File: src/rtl/usb_in_ep_pkg.sv
package usb_in_ep_pkg;

  typedef enum logic [1:0] {
    RESP_NONE  = 2'b00,
    RESP_DATA  = 2'b01,
    RESP_NAK   = 2'b10,
    RESP_STALL = 2'b11
  } resp_kind_t;

  // Halt wins over a ready buffer; no data means NAK.
  function automatic resp_kind_t pick_resp(input logic halted, input logic ready);
    if (halted)     return RESP_STALL;
    else if (ready) return RESP_DATA;
    else            return RESP_NAK;
  endfunction

  // A clear beats an acknowledged flip.
  function automatic logic next_toggle(input logic cur, input logic clear, input logic acked);
    if (clear)      return 1'b0;
    else if (acked) return ~cur;
    else            return cur;
  endfunction

  function automatic int unsigned timeout_clks(input int unsigned bits, input int unsigned clks_per_bit);
    return bits * clks_per_bit;
  endfunction

endpackage

File: src/rtl/ep_turnaround_timer.sv
module ep_turnaround_timer #(
  parameter int unsigned LIMIT = 64
) (
  input  logic clk,
  input  logic rst_n,
  input  logic run,
  output logic expire
);
  localparam int unsigned CW = $clog2(LIMIT + 1);

  logic [CW-1:0] cnt;

  always_ff @(posedge clk) begin
    if (!rst_n || !run) cnt <= '0;
    else                cnt <= cnt + 1'b1;
  end

  assign expire = run && (cnt == CW'(LIMIT - 1));

  assert_cnt_bound_R5: assert property (@(posedge clk) disable iff (!rst_n)
    run |-> (cnt < CW'(LIMIT)));
endmodule

File: src/rtl/ep_toggle_reg.sv
module ep_toggle_reg
  import usb_in_ep_pkg::*;
(
  input  logic clk,
  input  logic rst_n,
  input  logic clear,
  input  logic flip,
  output logic toggle
);
  always_ff @(posedge clk) begin
    if (!rst_n) toggle <= 1'b0;
    else        toggle <= next_toggle(toggle, clear, flip);
  end

  assert_clear_zero_R8: assert property (@(posedge clk) disable iff (!rst_n)
    clear |=> (toggle == 1'b0));
  assert_flip_changes_R6: assert property (@(posedge clk) disable iff (!rst_n)
    (flip && !clear) |=> (toggle != $past(toggle)));
  assert_hold_otherwise_R5: assert property (@(posedge clk) disable iff (!rst_n)
    (!flip && !clear) |=> $stable(toggle));
endmodule

File: src/rtl/ep_response_sel.sv
module ep_response_sel
  import usb_in_ep_pkg::*;
(
  input  logic       halted,
  input  logic       ready,
  output logic [1:0] kind
);
  always_comb kind = pick_resp(halted, ready);

  always_comb begin
    assert_stall_priority_R4: assert (!halted || kind == RESP_STALL);
  end
endmodule

File: src/rtl/usb_in_ep_responder.sv
module usb_in_ep_responder
  import usb_in_ep_pkg::*;
#(
  parameter int unsigned CLKS_PER_BIT = 4,
  parameter int unsigned TIMEOUT_BITS = 16
) (
  input  logic       clk,
  input  logic       rst_n,
  input  logic       ep_config,
  input  logic       in_token,
  input  logic       buf_ready,
  input  logic       halt,
  input  logic       hs_ack,
  output logic       resp_valid,
  output logic [1:0] resp_kind,
  output logic       data_pid,
  output logic       buf_release,
  output logic       hs_wait
);
  localparam int unsigned LIMIT = timeout_clks(TIMEOUT_BITS, CLKS_PER_BIT);

  typedef enum logic {ST_IDLE = 1'b0, ST_WAIT = 1'b1} state_t;
  state_t state;

  logic       halt_q;
  logic       toggle;
  logic       timer_expire;
  logic       ack_take;
  logic       tog_clear;
  logic       token_take;
  logic [1:0] sel_kind;

  // Named internal events
  assign ack_take   = (state == ST_WAIT) && hs_ack && !ep_config;
  assign tog_clear  = ep_config || (halt_q && !halt);
  assign token_take = (state == ST_IDLE) && in_token && !ep_config;

  ep_response_sel u_sel (
    .halted (halt),
    .ready  (buf_ready),
    .kind   (sel_kind)
  );

  ep_toggle_reg u_tog (
    .clk    (clk),
    .rst_n  (rst_n),
    .clear  (tog_clear),
    .flip   (ack_take),
    .toggle (toggle)
  );

  ep_turnaround_timer #(.LIMIT(LIMIT)) u_tmr (
    .clk    (clk),
    .rst_n  (rst_n),
    .run    (state == ST_WAIT),
    .expire (timer_expire)
  );

  always_ff @(posedge clk) begin
    if (!rst_n) begin
      state       <= ST_IDLE;
      halt_q      <= 1'b0;
      resp_valid  <= 1'b0;
      resp_kind   <= RESP_NONE;
      data_pid    <= 1'b0;
      buf_release <= 1'b0;
    end else begin
      halt_q      <= halt;
      resp_valid  <= 1'b0;
      resp_kind   <= RESP_NONE;
      buf_release <= 1'b0;
      if (ep_config) begin
        state <= ST_IDLE;
      end else if (state == ST_WAIT) begin
        if (ack_take) begin
          buf_release <= 1'b1;
          state       <= ST_IDLE;
        end else if (timer_expire) begin
          state <= ST_IDLE;
        end
      end else if (token_take) begin
        resp_valid <= 1'b1;
        resp_kind  <= sel_kind;
        data_pid   <= toggle;
        if (sel_kind == RESP_DATA) state <= ST_WAIT;
      end
    end
  end

  assign hs_wait = (state == ST_WAIT);

  assert_cfg_toggle_zero_R1: assert property (@(posedge clk) disable iff (!rst_n)
    ep_config |=> (toggle == 1'b0) && !hs_wait);
  assert_data_enters_wait_R2: assert property (@(posedge clk) disable iff (!rst_n)
    (token_take && !halt && buf_ready) |=> resp_valid && resp_kind == RESP_DATA && hs_wait);
  assert_nak_no_wait_R3: assert property (@(posedge clk) disable iff (!rst_n)
    (token_take && !halt && !buf_ready) |=> resp_kind == RESP_NAK && !hs_wait);
  assert_stall_on_halt_R4: assert property (@(posedge clk) disable iff (!rst_n)
    (token_take && halt) |=> resp_kind == RESP_STALL && !hs_wait);
  assert_timeout_no_release_R5: assert property (@(posedge clk) disable iff (!rst_n)
    (timer_expire && !hs_ack && !ep_config) |=> !buf_release && !hs_wait);
  assert_release_after_ack_R6: assert property (@(posedge clk) disable iff (!rst_n)
    buf_release |-> $past(hs_ack) && $past(hs_wait));
  assert_no_reply_in_wait_R7: assert property (@(posedge clk) disable iff (!rst_n)
    (hs_wait && in_token) |=> !resp_valid);
  assert_idle_quiet_R10: assert property (@(posedge clk) disable iff (!rst_n)
    !resp_valid |-> resp_kind == RESP_NONE);
endmodule

File: config.mk
export PLATFORM = sky130hd
export DESIGN_NAME = usb_in_ep_responder
export DESIGN_NICKNAME = d
export VERILOG_FILES = /design/src/rtl/usb_in_ep_pkg.sv /design/src/rtl/ep_turnaround_timer.sv /design/src/rtl/ep_toggle_reg.sv /design/src/rtl/ep_response_sel.sv /design/src/rtl/usb_in_ep_responder.sv
export SDC_FILE = /design/constraint.sdc
export NUM_CORES = 1
export LEC_CHECK = 0
export ABC_AREA = 1
export BUFFER_PORTS_ARGS = -buffer_cell sky130_fd_sc_hd__buf_2
export CAP_MARGIN = 20
export CORE_MARGIN = 4
export CORE_UTILIZATION = 30
export CTS_CLUSTER_DIAMETER = 150
export DETAILED_ROUTE_END_ITERATION = 10
export SLEW_MARGIN = 20
export SYNTH_ARGS = -nofsm -noshare
export SYNTH_HDL_FRONTEND = slang
export SYNTH_SLANG_ARGS = --single-unit
File: constraint.sdc
create_clock -name clk -period 0.9 [get_ports clk]
set_input_delay 0.045 -clock clk [delete_from_list [all_inputs] [get_ports clk]]
set_output_delay 0.045 -clock clk [all_outputs]
set_load 0.01 [all_outputs]
Word level (Yosys, flattened, before mapping)
Index checks and enable logic that the tools add are counted. Widths: inputs -> output; s select.

Register bits: 15. Input bits: 7. Output and inout port bits: 6.

Add/subtract/negate cells: 1. Equality and inequality tests: 2. Muxes and demuxes: 9. Bitwise operators: 5. Reductions and logical operators: 18.

Operator list (count): $add 7x1->7 const B (1); $eq 7x6->1 const B (1); $mux 1 (7); $logic_and 1x1->1 (6); $reduce_or 3->1 (2); $not 1->1 (5); $logic_not 1->1 (4); $mux 2 (2); $reduce_or 2->1 (2); $reduce_or 4->1 (1); $reduce_and 3->1 (1); $eq 2x1->1 const B (1); $logic_or 1x1->1 (2).

Longest topological paths before layout
Word-level depth: 6. Mapped depth: 6.

Modules after synthesis
A second synthesis with hierarchy kept.

Cells, all modules: 89. Area, all modules: 626.9 um^2.

Modules (own cells, without submodules): ep_turnaround_timer (instances 1, cells each 41, area each 291.5 um^2, seq. area each 140.1 um^2); usb_in_ep_responder (instances 1, cells each 35, area each 267.8 um^2, seq. area each 140.1 um^2); ep_toggle_reg (instances 1, cells each 9, area each 52.6 um^2, seq. area each 20.0 um^2); ep_response_sel (instances 1, cells each 4, area each 15.0 um^2, seq. area each 0.0 um^2).

Worst setup path before layout
OpenSTA, ideal clock, no wires.

Kind: reg-to-reg. Start point: reg u_tmr.cnt[0]. End point: reg u_tmr.cnt[6]. Setup time: 0.122 ns. Arrival: 0.832 ns. Required time: 0.778 ns. Path slack: -0.053 ns. Stages on the path, launching flop included: 5. Buffers on the path: 0. Period minus slack after synthesis: 0.953 ns. Cells stage by stage: dfxtp_1 -> ha_1 -> nand3_1 -> o21ai_0 -> a21oi_1.

Cells in the longest elaborated chain, start to end: 1.

RTL lines: from (decl) (line ep_turnaround_timer.sv:11) `logic [CW-1:0] cnt;`; from (signal assigned) (line ep_turnaround_timer.sv:15) `else cnt <= cnt + 1'b1;`; $add 7x1->7 (line ep_turnaround_timer.sv:15).

Every way passes these cells. A chain may end at the register's enable or synchronous reset.

Worst setup path in the final report
Start point: reg u_tmr.cnt[1]. End point: reg u_tmr.cnt[4].

Same word-level chain as after synthesis.

==> out/results.tsv <==
stage	metric	value	unit
status	outcome	finished, violations left	
status	violations	negative setup slack	
synthesis	ys_ff_latch	15	
placement	port_buffers	12	
sta	finalSetupViolations	4	
critical_path	crit_start	u_tmr.cnt[1]	
sta	drv_slew	0	
synthesis	synthesis.area	574	sq um
placement	gp_congestion	0.801	
die	core-area	1760	sq um
critical_path	crit_end	u_tmr.cnt[4]	
cells_and_area	seq_area	310	sq um
run	maxCapViolations	0	
routing	vias_per_cell	4.09	
synthesis	ys.warnings.count	0	
critical_path	worstPathArrival	1.11	ns
sta	fin_skew	0.000329	ns
sta	worstMarginPinSlew	0.154	ns
sta	setup_tns	-0.0965	ns
die	dieWidth	51.8	um
routing	wl_per_cell	9.01	um
cells_and_area	layout.filler_cells	195	
placement	dpl.cell_count	110	
global_routing	grt_pass1_wl	1890	um
cells_and_area	area_growth_syn_to_layout	34.6	%
sta	fmax	1.07	GHz
routing	ant_nets	0	
critical_path	r2r.worst_path.cells	4	
routing	drt_iter0_markers	6	
cts	cts-root-buf	clkbuf_4	
die	core.rowCount	15	
die	die_area	2680	sq um
cells_and_area	final_util	43.8	%
die	ios	13	
critical_path	worstPathRequired	1.07	ns
global_routing	antenna_found_initial	0	
synthesis	avgSynthCellArea	7.87	sq um
cts	cts_sinks	15	
critical_path	r2r_start	u_tmr.cnt[1]	
hold_path	hp-class	primary input to flip-flop	
routing	wirelength	1050	um
power_and_ir_drop	p_total	1100	uW
global_routing	grt_overflow	0	
power_and_ir_drop	power_density	1420	nW/um^2
cells_and_area	instances_no_fill	116	
sta	hold_ws	0.0290	ns
global_routing	grt_max_degree	9	
cells_and_area	final_nets	100	
synthesis	synthesis.nets	81	
critical_path	crit_path_start_kind	flip-flop	
cells_and_area	n_antenna_cell	0	
critical_path	r2r-end	u_tmr.cnt[4]	
routing	first_pass_iters	4	
cts	cts_buffers	3	
critical_path	end_kind	flip-flop	
cts	htreeDepth	1	
synthesis	ys_seq_area_share	52.3	%
sta	rsz0062_at_grt	yes	
power_and_ir_drop	max-vdd-ir-drop	0.000763	V
sta	relSlewSlack	89.7	%
cts	clkTransAtPathRegs	0.08	ns
cells_and_area	drive_above_1_share	41.8	%
placement	dp_hpwl	804	um
cts	clock_latency	0.27	ns
critical_path	ff2ff_setup_slack	-0.04	ns
synthesis	synth_cell_types	15	
cells_and_area	final_cell_mix	nor2_1, nand2_1, buf_2	
power_and_ir_drop	leakage	0.000336	uW
die	die_height	51.8	um
routing	num_vias	475	
critical_path	critical_path_class	flip-flop to flip-flop	
routing	drc	0	
global_routing	grt_pass1_vias	473	
sta	finalCriticalPeriod	0.938	ns
sta	post-route-period-util	104	%
cts	tritoncts	yes	
sta	hold_viol	0	
cts	clock_path_buffers	2	
critical_path	crit_path_max_fanout	3	
global_routing	grtUsageTotal	9.65	%
synthesis	synthCells	73	
sta	worst_slack	-0.0377	ns
cells_and_area	multiInputGateArea	279	sq um
die	start_util	32.6	%
-- logic make-up after synthesis --
| logic type | Yosys count | synth area share, % |
|---|---|---|
| adders and majority gates | 1 | 2.18 |
| and+or+nand+nor | 35 | 26.4 |
| xor gates and xnor gates | 2 | 3.05 |
| DFF | 15 | 52.3 |
| AOI/OAI and AO/OA | 8 | 8.28 |
| buffers and inverters | 12 | 7.84 |
-- power by group --
part	switching (uW)	internal (uW)
clock network	195	172
registers	2.87	666
logic	36.4	26.8
total	234	864
-- synth_stat cells, drive strengths merged --
cell type | n | area (sq um)
a21oi | 6 | 37.5
nor2 | 15 | 58.8
inv | 12 | 45.0
ha | 1 | 12.5
dfxtp | 15 | 300
o21ai | 2 | 10.0
nand3 | 4 | 30.0
xor2 | 2 | 17.5
nand2 | 16 | 62.6
-- layout make-up --
class	instances	area share, %
repair buffers	14	10.5
clock buffers	4	3.40
well taps	25	4.05
multi-input cells	46	36.1
inverters	12	5.83
flip-flops and latches	15	40.1
-- layer usage --
layer | wire, um | GRT usage (%)
met3 | 62 | 3.72
met4 | 0 | 5.24
met2 | 518 | 15.3
met1 | 464 | 11.1
met5 | 0 | 0
-- per-stage QoR --
step	setup WS, ns	instance area (sq um)
6_report	-0.0377	773
5_1_grt	-0.0889	773
4_1_cts	-0.0493	727
3_5_place_dp	-0.0445	681
3_3_place_gp	-0.0118	681
2_1_floorplan	0.0275	589
-- sequential cells by signal, indices dropped and copies added (netlist names) --
| signal | flops |
|---|---|
| resp_valid | 1 |
| u_tog.toggle | 1 |
| resp_kind | 2 |
| hs_wait | 1 |
| buf_release | 1 |
| halt_q | 1 |
| data_pid | 1 |
| u_tmr.cnt | 7 |
-- what timing repair did --
| item | CTS | global route |
|---|---|---|
| hold buffers | 1 | 0 |
| setup buffers | 1 | 0 |
| setup endpoints to repair | 3 | 11 |
| cloned | 0 | 0 |
| gates resized for setup | 1 | 14 |
| endpoints found under the hold margin | 1 | 0 |
| pin swaps | 3 | 5 |
-- worst min-delay path by stage --
stage                          from  cells past startpoint       to  slack [ns]
final                         rst_n                      3   halt_q        0.03
after global routing      ep_config                      4  hs_wait        0.01
after CTS                     rst_n                      3   halt_q        0.01
after detailed placement       halt                      3   halt_q        0.27
after global placement         halt                      3   halt_q        0.26
after floorplan                halt                      2   halt_q        0.14
-- critical path: stages, from the launching register on --
cell	delay (ns)
dfxtp_4	0.37
ha_4	0.17
nand3_2	0.09
xor2_1	0.15
nor2_1	0.05
Power figures use the tool's default switching activity.
